--- config.mk ---
export PLATFORM = sky130hd
export DESIGN_NAME = pwr_mode_seq
export DESIGN_NICKNAME = d
export VERILOG_FILES = /design/src/rtl/pwr_seq_pkg.sv /design/src/rtl/pwr_wake_det.sv /design/src/rtl/pwr_rail_filter.sv /design/src/rtl/pwr_step_timer.sv /design/src/rtl/pwr_mode_seq.sv
export SDC_FILE = /design/constraint.sdc
export NUM_CORES = 1
export LEC_CHECK = 0
export ABC_CLOCK_PERIOD_IN_PS = 1870
export BUFFER_PORTS_ARGS = -buffer_cell sky130_fd_sc_hd__buf_2
export CAP_MARGIN = 0
export CORE_UTILIZATION = 47
export DETAILED_ROUTE_END_ITERATION = 8
export HOLD_SLACK_MARGIN = 0.02
export PLACE_DENSITY = 0.8
export SYNTH_ARGS = -nofsm -noshare
export SYNTH_HDL_FRONTEND = slang
export SYNTH_SLANG_ARGS = --single-unit
--- constraint.sdc ---
create_clock -name clk -period 1.87 [get_ports clk]
set_clock_uncertainty 0.15 [all_clocks]
set_input_delay 0.374 -clock clk [delete_from_list [all_inputs] [get_ports clk]]
set_output_delay 0.374 -clock clk [all_outputs]
set_load 0.02 [all_outputs]
--- src/rtl/pwr_seq_pkg.sv ---
package pwr_seq_pkg;

  typedef enum logic [1:0] {
    PM_OFF    = 2'd0,
    PM_START  = 2'd1,
    PM_ACTIVE = 2'd2,
    PM_SLEEP  = 2'd3
  } pm_mode_e;

  localparam int unsigned N_STEPS = 4;
  localparam int unsigned STEP_W  = $clog2(N_STEPS);

  // Cumulative enable pattern for a start-up step: bit0 ref, bit1 osc,
  // bit2 supervision, bit3 regulators.
  function automatic logic [N_STEPS-1:0] step_enables(input logic [STEP_W-1:0] idx);
    return N_STEPS'((5'd2 << idx) - 5'd1);
  endfunction

  function automatic logic mode_is_up(input pm_mode_e m);
    return (m == PM_ACTIVE) || (m == PM_SLEEP);
  endfunction

  // Filter expiry: a low run is a fault once it has lasted more than tmin.
  function automatic logic run_expired(input int unsigned prior_low, input int unsigned tmin);
    return prior_low >= tmin;
  endfunction

endpackage

--- src/rtl/pwr_wake_det.sv ---
module pwr_wake_det (
  input  logic clk,
  input  logic rst_n,
  input  logic por_i,
  input  logic chg_i,
  input  logic key1_n_i,
  input  logic key2_i,
  output logic por_end_o,
  output logic wake_o
);

  logic por_q, chg_q, key1_q, key2_q;

  // Reset values chosen so that no edge is seen right after reset, and the
  // release of rst_n counts as the end of a power-on reset.
  always_ff @(posedge clk or negedge rst_n) begin
    if (!rst_n) begin
      por_q  <= 1'b1;
      chg_q  <= 1'b1;
      key1_q <= 1'b0;
      key2_q <= 1'b1;
    end else begin
      por_q  <= por_i;
      chg_q  <= chg_i;
      key1_q <= key1_n_i;
      key2_q <= key2_i;
    end
  end

  logic chg_rise, key1_fall, key2_rise, chg_lvl;

  assign por_end_o = por_q && !por_i;
  assign chg_rise  = chg_i && !chg_q;
  assign key1_fall = !key1_n_i && key1_q;
  assign key2_rise = key2_i && !key2_q;
  assign chg_lvl   = por_end_o && chg_i;

  assign wake_o = !por_i && (chg_lvl || chg_rise || key1_fall || key2_rise);

endmodule

--- src/rtl/pwr_rail_filter.sv ---
module pwr_rail_filter #(
  parameter int unsigned TMIN = 32
) (
  input  logic clk,
  input  logic rst_n,
  input  logic arm_i,
  input  logic good_i,
  output logic fault_o
);
  import pwr_seq_pkg::*;

  localparam int unsigned CW = $clog2(TMIN + 1);

  logic [CW-1:0] low_q;

  always_ff @(posedge clk or negedge rst_n) begin
    if (!rst_n) begin
      low_q <= '0;
    end else if (!arm_i || good_i) begin
      low_q <= '0;
    end else if (low_q != CW'(TMIN)) begin
      low_q <= low_q + 1'b1;
    end
  end

  assign fault_o = arm_i && !good_i && run_expired(int'(low_q), TMIN);

endmodule

--- src/rtl/pwr_step_timer.sv ---
module pwr_step_timer #(
  parameter int unsigned STEP_CYC = 16
) (
  input  logic                            clk,
  input  logic                            rst_n,
  input  logic                            run_i,
  output logic [pwr_seq_pkg::STEP_W-1:0]  step_o,
  output logic                            last_o
);
  import pwr_seq_pkg::*;

  localparam int unsigned CW = (STEP_CYC > 1) ? $clog2(STEP_CYC) : 1;

  logic [CW-1:0]     cnt_q;
  logic [STEP_W-1:0] step_q;

  assign last_o = (cnt_q == CW'(STEP_CYC - 1));
  assign step_o = step_q;

  always_ff @(posedge clk or negedge rst_n) begin
    if (!rst_n) begin
      cnt_q  <= '0;
      step_q <= '0;
    end else if (!run_i) begin
      cnt_q  <= '0;
      step_q <= '0;
    end else if (last_o) begin
      cnt_q  <= '0;
      step_q <= step_q + 1'b1;
    end else begin
      cnt_q  <= cnt_q + 1'b1;
    end
  end

endmodule

--- src/rtl/pwr_mode_seq.sv ---
module pwr_mode_seq #(
  parameter int unsigned STEP_CYC = 16,
  parameter int unsigned TMIN     = 32
) (
  input  logic       clk,
  input  logic       rst_n,
  input  logic       por_i,
  input  logic       chg_i,
  input  logic       key1_n_i,
  input  logic       key2_i,
  input  logic       ref_good_i,
  input  logic       osc_good_i,
  input  logic       sup_good_i,
  input  logic       reg_good_i,
  input  logic       uvp_i,
  input  logic       ovp_i,
  input  logic       cpu_tmo_i,
  input  logic       sleep_req_n_i,
  input  logic       wdog_fault_i,
  output logic       ref_en_o,
  output logic       osc_en_o,
  output logic       sup_en_o,
  output logic       reg_en_o,
  output logic [1:0] step_o,
  output logic       rst_rel_o,
  output logic [1:0] mode_o
);
  import pwr_seq_pkg::*;

  pm_mode_e mode_q, mode_d;

  // Named internal events (observed by the checker)
  logic              wake_w, por_end_w;
  logic              step_last_w;
  logic [STEP_W-1:0] step_idx_w;
  logic              rail_fault_w;
  logic              start_abort_w;
  logic              step_bad_w;
  logic              start_done_w;
  logic              up_trip_w;
  logic [N_STEPS-1:0] good_vec_w;
  logic [N_STEPS-1:0] en_vec_w;

  pwr_wake_det u_wake (
    .clk       (clk),
    .rst_n     (rst_n),
    .por_i     (por_i),
    .chg_i     (chg_i),
    .key1_n_i  (key1_n_i),
    .key2_i    (key2_i),
    .por_end_o (por_end_w),
    .wake_o    (wake_w)
  );

  pwr_step_timer #(.STEP_CYC(STEP_CYC)) u_timer (
    .clk    (clk),
    .rst_n  (rst_n),
    .run_i  (mode_q == PM_START),
    .step_o (step_idx_w),
    .last_o (step_last_w)
  );

  pwr_rail_filter #(.TMIN(TMIN)) u_filt (
    .clk     (clk),
    .rst_n   (rst_n),
    .arm_i   (mode_is_up(mode_q)),
    .good_i  (reg_good_i),
    .fault_o (rail_fault_w)
  );

  assign good_vec_w    = {reg_good_i, sup_good_i, osc_good_i, ref_good_i};
  assign start_abort_w = uvp_i || ovp_i || cpu_tmo_i;
  assign step_bad_w    = step_last_w && !good_vec_w[step_idx_w];
  assign start_done_w  = step_last_w && good_vec_w[step_idx_w]
                         && (step_idx_w == STEP_W'(N_STEPS - 1));
  assign up_trip_w     = wdog_fault_i || ovp_i || rail_fault_w;

  always_comb begin
    mode_d = mode_q;
    unique case (mode_q)
      PM_OFF: begin
        if (wake_w) mode_d = PM_START;
      end
      PM_START: begin
        if (start_abort_w || step_bad_w) mode_d = PM_OFF;
        else if (start_done_w)           mode_d = PM_ACTIVE;
      end
      PM_ACTIVE: begin
        if (up_trip_w)           mode_d = PM_OFF;
        else if (!sleep_req_n_i) mode_d = PM_SLEEP;
      end
      PM_SLEEP: begin
        if (rail_fault_w)       mode_d = PM_OFF;
        else if (sleep_req_n_i) mode_d = PM_ACTIVE;
      end
      default: mode_d = PM_OFF;
    endcase
    if (por_i) mode_d = PM_OFF;
  end

  always_ff @(posedge clk or negedge rst_n) begin
    if (!rst_n) mode_q <= PM_OFF;
    else        mode_q <= mode_d;
  end

  always_comb begin
    if (mode_q == PM_START)    en_vec_w = step_enables(step_idx_w);
    else if (mode_is_up(mode_q)) en_vec_w = '1;
    else                       en_vec_w = '0;
  end

  assign ref_en_o  = en_vec_w[0];
  assign osc_en_o  = en_vec_w[1];
  assign sup_en_o  = en_vec_w[2];
  assign reg_en_o  = en_vec_w[3];
  assign step_o    = (mode_q == PM_START) ? step_idx_w
                   : (mode_is_up(mode_q) ? STEP_W'(N_STEPS - 1) : '0);
  assign rst_rel_o = mode_is_up(mode_q);
  assign mode_o    = mode_q;

endmodule

==> out/results.tsv <==
metric	value	unit
status	complete, but fails checks	
violations	setup timing	
dp_hpwl	1560	um
min_period_over_period	106	%
irDropWorstVdd	0.000466	V
tritoncts	done	
wl_per_cell	13.5	um
initial_core_util	51.3	%
syn_nets	121	
yosys.area.top_type_share	36.5	%
r2r_cells	5	
ant_nets	0	
max_stage_delay	390	ps
area_growth_syn_to_layout	36.1	%
combPwrFrac	16.2	%
io_buffer_count	23	
syn_inst	99	
hold_slack	40.0	ps
syn_area	1030	sq um
antenna_found_initial	0	
die-width	48.8	um
cts_buffers	3	
post-route-util	69.8	%
die_h	48.8	um
layout_commonest_cell	buf_2	
critPathLaunchType	register	
hold_viol	0	
cp-end-kind	primary output	
sw_frac_of_total	25.3	%
reg2reg_to	mode_o[0]	
path_max_fanout	4	
grt_max_degree	19	
switchingPower	199	uW
viasPerCell	4.90	
ios	24	
fin_crit	1990	ps
cp_slowest_cell	dfrtp_1	
clk_pin_slew	100	ps
htreeDepth	1	
vias	804	
finalSetupViolCount	4	
grtUsageTotal	21.3	%
seq_power_share	53.2	%
ys_seq_area_share	44.2	%
ff2ff_setup_slack	-70	ps
grt_pass1_wl	3800	um
worst_hold_path.num_cells	1	
first_pass_iters	4	
power.leakage	0.000708	uW
mostFrequentLayoutCells	19 x buf_2, 14 x dfrtp_1, 12 x nor2_1	
worst_path_most_repeated_cell	buf_6	
crit_buf_inv	3	
fmax	503	MHz
finalInstanceArea	1400	sq um
dieArea	2380	sq um
route.detailed.drc	0	
setup_slack	-117	ps
syn_area_per_cell	10.4	sq um
cap_violations	0	
clock-sinks	18	
crit_path_cell_trace	buf_6 > inv_4 > ha_4 > xnor2_2 > a21o_1 > buf_6	
cts_buffer_depth	2	
nNetsFinal	160	
cp.required	1350	ps
placed_cell_area	1200	sq um
tightest_slew	469	ps
rows	16	
first_iter_violations	9	
r2r-start	u_timer.step_o[0]	
synth_area_leader_cell	dfrtp_1	
drive_above_1_share	38.0	%
path_depth	6	
grt_pass1_vias	859	
power_density	561	nW/um^2
diodes	0	
p_int	586	uW
clockPowerShare	30.6	%
hold_path_end	u_wake.por_q	
cp_data_arrival_time	1460	ps
core	2000	sq um
gp_congestion	0.750	
synthTopCellsByArea	dfrtp_1 37%, ha_1 8.5%, dfstp_2 7.7%	
root_buffer	clkbuf_4	
path_delay_family	flip-flops	
drv_slew	0	
yosys_warnings	0	
grt-ovfl-total	0	
hold_start	por_i	
synth_seq_cells	18	
min_path_type	primary input to register	
wl	2210	um
grt_setup_unrepaired	true	
synthDistinctLibCells	28	
slew_headroom	68.7	%
clk_latency	300	ps
critPathKind	register to primary output	
==> area by class of cell <==
cell class | instances | area, sq um
Inverter | 7 | 28.8
Clock buffer | 4 | 36.3
Multi-Input combinational cell | 71 | 581
Timing Repair Buffer | 37 | 263
Tap cell | 27 | 33.8
Sequential cell | 18 | 455
Fill cell | 143 | 604
==> stage by stage <==
stage / instances / power, uW / TNS [ps] / setup WS [ps]
floorplan: 99 / 495 / 0 / 38.2
global placement: 151 / 542 / 0 / 8.89
detailed placement: 151 / 545 / -39.6 / -39.6
CTS: 160 / 792 / -137 / -74.1
global route: 164 / 832 / -608 / -185
finish: 164 / 785 / -320 / -117
==> cells in the mapped netlist <==
library cell	n
o211ai_1	1
nor4b_1	2
or2_2	1
a2111oi_2	1
xor2_1	3
nor2_1	12
and2_1	1
and3_1	1
ha_1	7
mux4_2	1
dfstp_2	3
a2111oi_4	1
inv_1	7
a21oi_1	2
xnor2_1	6
a21o_2	1
dfrtp_1	15
nor3_1	1
a21o_1	4
o211a_1	1
and3_4	1
nor2b_1	4
a211o_1	1
nand2b_1	6
nand3_1	6
clkbuf_1	3
nand2_1	5
mux2i_1	2
==> how the worst max path moves through the flow <==
stage | to | from
2_1_floorplan | mode_o[0] | u_timer.step_o[0]
3_3_place_gp | mode_o[0] | reg_good_i
3_5_place_dp | mode_o[0] | reg_good_i
4_1_cts | sup_en_o | u_timer.step_o[0]
5_1_grt | mode_o[0] | u_timer.step_o[0]
6_report | sup_en_o | u_timer.step_o[0]
==> power by group through the flow <==
stage                     Combinational (uW)  Clock, uW  Sequential (uW)
after global placement                   117          0              424
after floorplan                         66.1          0              429
after CTS                                123        251              418
after detailed placement                 119          0              425
after global routing                     142        270              421
final                                    127        240              417
==> state kept, by name (all words and copies together) (netlist names) <==
name            cells
mode_o              2
u_wake.key1_q       1
u_wake.por_q        1
u_timer.step_o      2
u_wake.chg_q        1
u_wake.key2_q       1
u_timer.cnt_q       4
u_filt.low_q        6
==> layer usage <==
metal	global-route usage, %	part of all wire, %	vias to the layer above
met3	7.86	5.4	4
met4	6.86	1.2	0
li1	-	-	405
met2	34.7	50	21
met5	0	0	-
met1	26.0	43	374
==> repair_timing <==
action,CTS,global route
hold endpoints to repair,16,2
hold buffers,2,2
endpoints found under the setup margin,3,4
setup buffers,3,2
pin swaps,3,4
gates resized for setup,15,5
==> logic make-up (layout without fill, tap and decap cells) <==
family,after synthesis,count (layout),share of synthesized area (%)
xor+xnor,9,9,7.67
buf+inv,10,48,3.65
mux,3,3,4.14
fa+ha+maj,7,7,8.53
simple gates,40,40,20.3
compound gates,12,12,11.5
flops,18,18,44.2
Power figures use the tool's default switching activity.
